--- src/rtl/mul_pkg.sv ---
package mul_pkg;
  typedef enum logic [1:0] {
    ST_IDLE = 2'd0,
    ST_RUN  = 2'd1,
    ST_FIX  = 2'd2
  } mul_state_t;
endpackage

--- src/rtl/mul_ctrl.sv ---
module mul_ctrl
  import mul_pkg::*;
#(
  parameter int WIDTH = 32
) (
  input  logic clk,
  input  logic rst_n,
  input  logic start,
  output logic load,
  output logic step,
  output logic finish,
  output logic busy
);
  localparam int CNT_W = $clog2(WIDTH);
  localparam logic [CNT_W-1:0] LAST = CNT_W'(WIDTH - 1);

  mul_state_t state_q, state_d;
  logic [CNT_W-1:0] cnt_q, cnt_d;

  always_comb begin
    state_d = state_q;
    cnt_d   = cnt_q;
    load    = 1'b0;
    step    = 1'b0;
    finish  = 1'b0;
    case (state_q)
      ST_IDLE: begin
        if (start) begin
          load    = 1'b1;
          cnt_d   = '0;
          state_d = ST_RUN;
        end
      end
      ST_RUN: begin
        step  = 1'b1;
        cnt_d = cnt_q + 1'b1;
        if (cnt_q == LAST) state_d = ST_FIX;
      end
      ST_FIX: begin
        finish  = 1'b1;
        state_d = ST_IDLE;
      end
      default: state_d = ST_IDLE;
    endcase
  end

  always_ff @(posedge clk or negedge rst_n) begin
    if (!rst_n) begin
      state_q <= ST_IDLE;
      cnt_q   <= '0;
    end else begin
      state_q <= state_d;
      cnt_q   <= cnt_d;
    end
  end

  assign busy = (state_q != ST_IDLE);

  // a run that has not reached its last step keeps running
  a_r5_run_continues: assert property (@(posedge clk) disable iff (!rst_n)
    (state_q == ST_RUN && cnt_q != LAST) |=> (state_q == ST_RUN));

  // the last step is always followed by the sign-fix cycle
  a_r5_fix_follows: assert property (@(posedge clk) disable iff (!rst_n)
    (state_q == ST_RUN && cnt_q == LAST) |=> (state_q == ST_FIX && !load));
endmodule

--- src/rtl/mul_operand_prep.sv ---
module mul_operand_prep #(
  parameter int WIDTH = 32
) (
  input  logic             is_signed,
  input  logic [WIDTH-1:0] a_in,
  input  logic [WIDTH-1:0] b_in,
  output logic [WIDTH-1:0] a_mag,
  output logic [WIDTH-1:0] b_mag,
  output logic             negate
);
  logic a_neg, b_neg;

  always_comb begin
    a_neg  = is_signed & a_in[WIDTH-1];
    b_neg  = is_signed & b_in[WIDTH-1];
    a_mag  = a_neg ? (~a_in + 1'b1) : a_in;
    b_mag  = b_neg ? (~b_in + 1'b1) : b_in;
    negate = a_neg ^ b_neg;
  end

  // a magnitude is never larger than 2^(WIDTH-1) in signed mode
  always_comb begin
    if (is_signed && a_mag[WIDTH-1])
      a_r3_mag_bound: assert (a_mag[WIDTH-2:0] == '0);
  end
endmodule

--- src/rtl/mul_accum.sv ---
module mul_accum #(
  parameter int WIDTH = 32
) (
  input  logic               clk,
  input  logic               rst_n,
  input  logic               load,
  input  logic               step,
  input  logic [WIDTH-1:0]   mcand_in,
  input  logic [WIDTH-1:0]   mplier_in,
  output logic [2*WIDTH-1:0] prod
);
  localparam int PW = 2 * WIDTH;

  logic [WIDTH-1:0] mcand_q, mcand_d;
  logic [PW-1:0]    prod_q, prod_d;
  logic [WIDTH:0]   upper_sum;

  always_comb begin
    if (prod_q[0])
      upper_sum = {1'b0, prod_q[PW-1:WIDTH]} + {1'b0, mcand_q};
    else
      upper_sum = {1'b0, prod_q[PW-1:WIDTH]};
  end

  always_comb begin
    mcand_d = mcand_q;
    prod_d  = prod_q;
    if (load) begin
      mcand_d = mcand_in;
      prod_d  = {{WIDTH{1'b0}}, mplier_in};
    end else if (step) begin
      prod_d = {upper_sum, prod_q[WIDTH-1:1]};
    end
  end

  always_ff @(posedge clk or negedge rst_n) begin
    if (!rst_n) begin
      mcand_q <= '0;
      prod_q  <= '0;
    end else begin
      if (load) mcand_q <= mcand_d;
      if (load || step) prod_q <= prod_d;
    end
  end

  assign prod = prod_q;

  // a load clears the upper half and seats the multiplier in the lower half
  a_r1_load_seats: assert property (@(posedge clk) disable iff (!rst_n)
    load |=> (prod_q[PW-1:WIDTH] == '0 && prod_q[WIDTH-1:0] == $past(mplier_in)));

  // every step moves the consumed lower bits one place right
  a_r1_step_shift: assert property (@(posedge clk) disable iff (!rst_n)
    (step && !load) |=> (prod_q[WIDTH-2:0] == $past(prod_q[WIDTH-1:1])));

  // the multiplicand stays fixed throughout a run
  a_r4_mcand_stable: assert property (@(posedge clk) disable iff (!rst_n)
    (step && !load) |=> $stable(mcand_q));
endmodule

--- src/rtl/mul_result.sv ---
module mul_result #(
  parameter int WIDTH = 32
) (
  input  logic               clk,
  input  logic               rst_n,
  input  logic               load,
  input  logic               negate_in,
  input  logic               capture,
  input  logic [2*WIDTH-1:0] prod,
  output logic [WIDTH-1:0]   res_hi,
  output logic [WIDTH-1:0]   res_lo,
  output logic               done
);
  localparam int PW = 2 * WIDTH;

  logic          neg_q;
  logic [PW-1:0] fixed;

  always_comb begin
    fixed = neg_q ? (~prod + 1'b1) : prod;
  end

  always_ff @(posedge clk or negedge rst_n) begin
    if (!rst_n) begin
      neg_q  <= 1'b0;
      res_hi <= '0;
      res_lo <= '0;
      done   <= 1'b0;
    end else begin
      if (load) neg_q <= negate_in;
      if (capture) begin
        res_hi <= fixed[PW-1:WIDTH];
        res_lo <= fixed[WIDTH-1:0];
      end
      done <= capture;
    end
  end

  // the completion pulse never lasts two cycles
  a_r6_done_pulse: assert property (@(posedge clk) disable iff (!rst_n)
    done |=> !done);

  // a zero unsigned product stays zero after sign correction
  a_r10_zero_kept: assert property (@(posedge clk) disable iff (!rst_n)
    (capture && prod == '0) |=> (res_hi == '0 && res_lo == '0));
endmodule

--- src/rtl/iter_mult.sv ---
module iter_mult #(
  parameter int WIDTH = 32
) (
  input  logic             clk,
  input  logic             rst_n,
  input  logic             start,
  input  logic             mode_signed,
  input  logic [WIDTH-1:0] opnd_a,
  input  logic [WIDTH-1:0] opnd_b,
  output logic             busy,
  output logic             done,
  output logic [WIDTH-1:0] prod_hi,
  output logic [WIDTH-1:0] prod_lo
);
  localparam int PW = 2 * WIDTH;

  logic             load, step, finish, negate;
  logic [WIDTH-1:0] a_mag, b_mag;
  logic [PW-1:0]    prod;

  mul_ctrl #(.WIDTH(WIDTH)) u_ctrl (
    .clk(clk), .rst_n(rst_n), .start(start),
    .load(load), .step(step), .finish(finish), .busy(busy)
  );

  mul_operand_prep #(.WIDTH(WIDTH)) u_prep (
    .is_signed(mode_signed), .a_in(opnd_a), .b_in(opnd_b),
    .a_mag(a_mag), .b_mag(b_mag), .negate(negate)
  );

  mul_accum #(.WIDTH(WIDTH)) u_accum (
    .clk(clk), .rst_n(rst_n), .load(load), .step(step),
    .mcand_in(a_mag), .mplier_in(b_mag), .prod(prod)
  );

  mul_result #(.WIDTH(WIDTH)) u_result (
    .clk(clk), .rst_n(rst_n), .load(load), .negate_in(negate),
    .capture(finish), .prod(prod),
    .res_hi(prod_hi), .res_lo(prod_lo), .done(done)
  );

  // a start seen mid-run does not end or restart the run
  a_r7_start_ignored: assert property (@(posedge clk) disable iff (!rst_n)
    (busy && start && !finish) |=> busy);

  // results hold while nothing completes
  a_r8_hold: assert property (@(posedge clk) disable iff (!rst_n)
    !finish |=> ($stable(prod_hi) && $stable(prod_lo)));

  // done only follows a busy period
  a_r5_done_after_busy: assert property (@(posedge clk) disable iff (!rst_n)
    done |-> ($past(busy) && !busy));
endmodule

--- config.mk ---
export PLATFORM = sky130hd
export DESIGN_NAME = iter_mult
export DESIGN_NICKNAME = d
export VERILOG_FILES = /design/src/rtl/mul_pkg.sv /design/src/rtl/mul_ctrl.sv /design/src/rtl/mul_operand_prep.sv /design/src/rtl/mul_accum.sv /design/src/rtl/mul_result.sv /design/src/rtl/iter_mult.sv
export SDC_FILE = /design/constraint.sdc
export NUM_CORES = 1
export LEC_CHECK = 0
export ABC_AREA = 1
export BUFFER_PORTS_ARGS = -buffer_cell sky130_fd_sc_hd__buf_4
export CORE_ASPECT_RATIO = 1.4
export CORE_MARGIN = 5
export CORE_UTILIZATION = 55
export CTS_BUF_LIST = sky130_fd_sc_hd__clkbuf_4
export DETAILED_ROUTE_END_ITERATION = 12
export PLACE_DENSITY = 0.84
export SLEW_MARGIN = 0
export SYNTH_ARGS = -nofsm -noshare
export SYNTH_HDL_FRONTEND = slang
export SYNTH_HIERARCHICAL = 1
export SYNTH_SLANG_ARGS = --single-unit
--- constraint.sdc ---
create_clock -name clk -period 5.5 [get_ports clk]
set_input_delay 0.55 -clock clk [delete_from_list [all_inputs] [get_ports clk]]
set_output_delay 0.55 -clock clk [all_outputs]
set_load 0.02 [all_outputs]
==> flow_metrics.env <==
export IMPL_path_common_cell="inv_2"
export IMPL_p_leak_nw=8.03
export IMPL_cp_required_ps=5970
export IMPL_rsz0062_at_grt="false"
export IMPL_slowest_delay_ps=490
export IMPL_slew_headroom_pct=30.3
export IMPL_wire_per_inst_um=15.8
export IMPL_ant_nets=0
export IMPL_antenna_found_initial=1
export IMPL_grt_usage_pct=30.2
export IMPL_die_y_um=197
export IMPL_postCtsHoldBufs=1
export IMPL_finClkSkew_ps=22.2
export IMPL_worstReg2RegEnd="u_accum/prod[42]"
export IMPL_crit_buf_inv=3
export IMPL_syn_avg_cell_area_sq_um=6.08
export IMPL_drt_pass1_iter_count=6
export IMPL_cts_root_buf="clkbuf_4"
export IMPL_switchingPower_mw=4.20
export IMPL_pwr_share_comb_pct=59.8
export IMPL_critPathArrivalTime_ps=3090
export IMPL_netlist_cell_type_count=47
export IMPL_first_iter_violations=948
export IMPL_hold_violations=0
export IMPL_viasPerCell=5.41
export IMPL_grt_max_degree=81
export IMPL_fin_crit_sh_pct=47.8
export IMPL_finalNonFillerCells=2676
export IMPL_synth_nets=2358
export IMPL_whs_ps=215
export IMPL_timing_rr_start="u_ctrl/state_q[0]"
export IMPL_grt_util_met1_pct=33.8
export IMPL_htreeDepth=4
export IMPL_timing_final_crit_period_ps=2630
export IMPL_die_x_um=143
export IMPL_synth_seq_cells=169
export IMPL_cp_top_family="buffers and inverters"
export IMPL_worst_pin_slew_ps=1050
export IMPL_cts_sinks=169
export IMPL_start_util_pct=55.7
export IMPL_pin_count=134
export IMPL_grt_busiest_layer="met2"
export IMPL_use_met3_pct=3.47
export IMPL_placed_area_sq_mm=0.0149
export IMPL_drive_gt1_share_pct=11.1
export IMPL_start_kind="flop"
export IMPL_cell_internal_pwr_mw=3.62
export IMPL_gp_congestion=0.964
export IMPL_seqPwrFrac_pct=30.7
export IMPL_path_max_fanout=37
export IMPL_grt_pass1_vias=14100
export IMPL_netSwitchingFraction_pct=53.7
export IMPL_path_depth=9
export IMPL_final_area_sq_mm=0.0151
export IMPL_ir_drop_uv=212
export IMPL_drt_total_wl_um=42400
export IMPL_cts_tree="done"
export IMPL_fin_nets=2456
export IMPL_drv_cap=0
export IMPL_cts_buffers=17
export IMPL_synth_warnings=6
export IMPL_setup_viol=0
export IMPL_rows=68
export IMPL_syn_to_final_growth_pct=10.5
export IMPL_clkPwrFrac_pct=9.5
export IMPL_die_area_sq_mm=0.0282
export IMPL_crit_path_end="u_accum/prod[42]"
export IMPL_remaining_drc_errors=0
export IMPL_yosysSeqAreaShare_pct=30.9
export IMPL_slowest_stage="inv_2"
export IMPL_ff2ff_path_depth=9
export IMPL_grt_pass1_wl_um=68600
export IMPL_dpl_hpwl_um=34000
export IMPL_min_path_cells=3
export IMPL_cts_setup_buffers=0
export IMPL_status="complete, no violations"
export IMPL_vias=14500
export IMPL_power_density_mw_per_mm2=517
export IMPL_end_kind="flop"
export IMPL_insertion_delay_ps=590
export IMPL_path_class="flop to flop"
export IMPL_portBuffers=133
export IMPL_clk_path_buf_depth=2
export IMPL_tns_ps=0
export IMPL_critPathLaunch="u_ctrl/state_q[0]"
export IMPL_synth_area_sq_mm=0.0137
export IMPL_synthCells=2252
export IMPL_globalRoute_totalOverflow=0
export IMPL_clk_pin_slew_ps=140
export IMPL_worstPathCellList="nor2_1 > nand2_1 > inv_2 > buf_4 > nor2_2 > inv_2 > a21oi_1 > o21ai_1 > o21ai_0"
export IMPL_hold_path_class="input port to flop"
export IMPL_worst_r2r_setup_slack_ps=2870
export IMPL_placed_cells=2645
export IMPL_post_cts_resized=0
export IMPL_slew_violations=0
export IMPL_grtUsageMet2_pct=54.3
export IMPL_maxClockFrequency_ghz=0.380
export IMPL_core_area_sq_mm=0.0246
==> layout by cell type, fill, tap and decap left out, types with 15 or more instances in the layout <==
cell      netlist  routed
a21oi_1        38      38
buf_4           5     140
clkbuf_4        0      19
dfrtp_1       169     168
ha_1           37      37
inv_1         230     229
nand2_1       897     897
nand2_2        23      23
nand3_1       216     216
nand4_1        15      15
nor2_1        300     299
nor2_2         29      28
o21ai_0        75      75
o21ai_1        24      24
xnor2_1        19      19
xor2_1         45      45
==> stage by stage <==
stage	utilization, %	setup slack, ps	power [mW]
after global placement	60.4	2980	6.88
after detailed placement	60.4	2890	7.01
after CTS	61.5	2870	7.77
after floorplan	-	3540	5.63
after global routing	61.6	2610	8.58
final	61.6	2870	7.83
==> power groups by stage <==
stage	clock network [mW]	registers (mW)	logic, mW
4_1_cts	0.757	2.38	4.63
5_1_grt	0.800	2.45	5.33
3_3_place_gp	0	2.39	4.49
3_5_place_dp	0	2.41	4.61
6_report	0.741	2.41	4.68
2_1_floorplan	0	2.22	3.41
==> area by class of cell <==
| type | count | area (sq um) |
|---|---|---|
| antenna | 1 | 2.50 |
| clock buffer | 19 | 143 |
| clock inverter | 10 | 130 |
| fill | 2393 | 9450 |
| inverter | 242 | 916 |
| multi-input combinational | 1778 | 8250 |
| sequential | 169 | 4230 |
| tap | 315 | 394 |
| timing repair buffer | 142 | 1070 |
==> state kept, by name, indices dropped and copies added, names as in the netlist <==
register	count
u_result/done	1
u_ctrl/state_q	2
u_result/res_hi	32
u_ctrl/cnt_q	5
u_accum/prod	64
u_result/neg_q	1
u_accum/mcand_q	32
u_result/res_lo	32
==> how the worst min path moves through the flow <==
stage,endpoint,slack [ps],start
global route,u_accum/mcand_q[0],180,opnd_a[0]
floorplan,u_accum/mcand_q[0],250,rst_n
detailed placement,u_result/res_hi[2],470,u_result/res_hi[2]
CTS,u_accum/mcand_q[0],180,opnd_a[0]
finish,u_accum/mcand_q[0],210,opnd_a[0]
global placement,u_result/res_lo[25],470,u_result/res_lo[25]
==> tightest hold or removal path, delay by kind of cell <==
family,cells,cell delay [ps]
buf+inv,1,90
simple gates,2,140
==> cells by family after synthesis <==
group	share of synthesized area (%)
compound gates	6.17
xor+xnor	4.09
fa+ha+maj	3.53
buf+inv	9.01
flops	30.9
mux	0.0731
simple gates	46.3
==> cell usage after synthesis (all sizes together) <==
library cell    n  area share [%]
o311ai          1           0.064
and2            1           0.046
nand2         923              26
or2             3            0.14
nand3b          3            0.16
fa              1            0.15
mux2i           1           0.073
xnor2          19             1.2
nand4          15            0.69
a21oi          39             1.5
a31oi           6            0.27
nand3         221             8.3
clkbuf         30            0.82
nor4            1           0.046
o21bai          3            0.16
nor3            6            0.22
nor2          342              11
nor2b           1           0.046
o211ai          2            0.11
nor3b           1           0.055
buf            33             1.5
ha             37             3.4
a21o            1           0.055
clkinv          1           0.027
o21ai         105             4.0
dfrtp         169              31
o22ai           1           0.046
xor2           45             2.9
inv           241             6.7
==> per-layer routing <==
layer	up-vias	part of all wire, %
li1	7207	-
met1	6603	38
met2	513	50
met3	159	5.1
met4	0	6.7
met5	-	0
No activity file was read; power rests on OpenSTA's default activity.
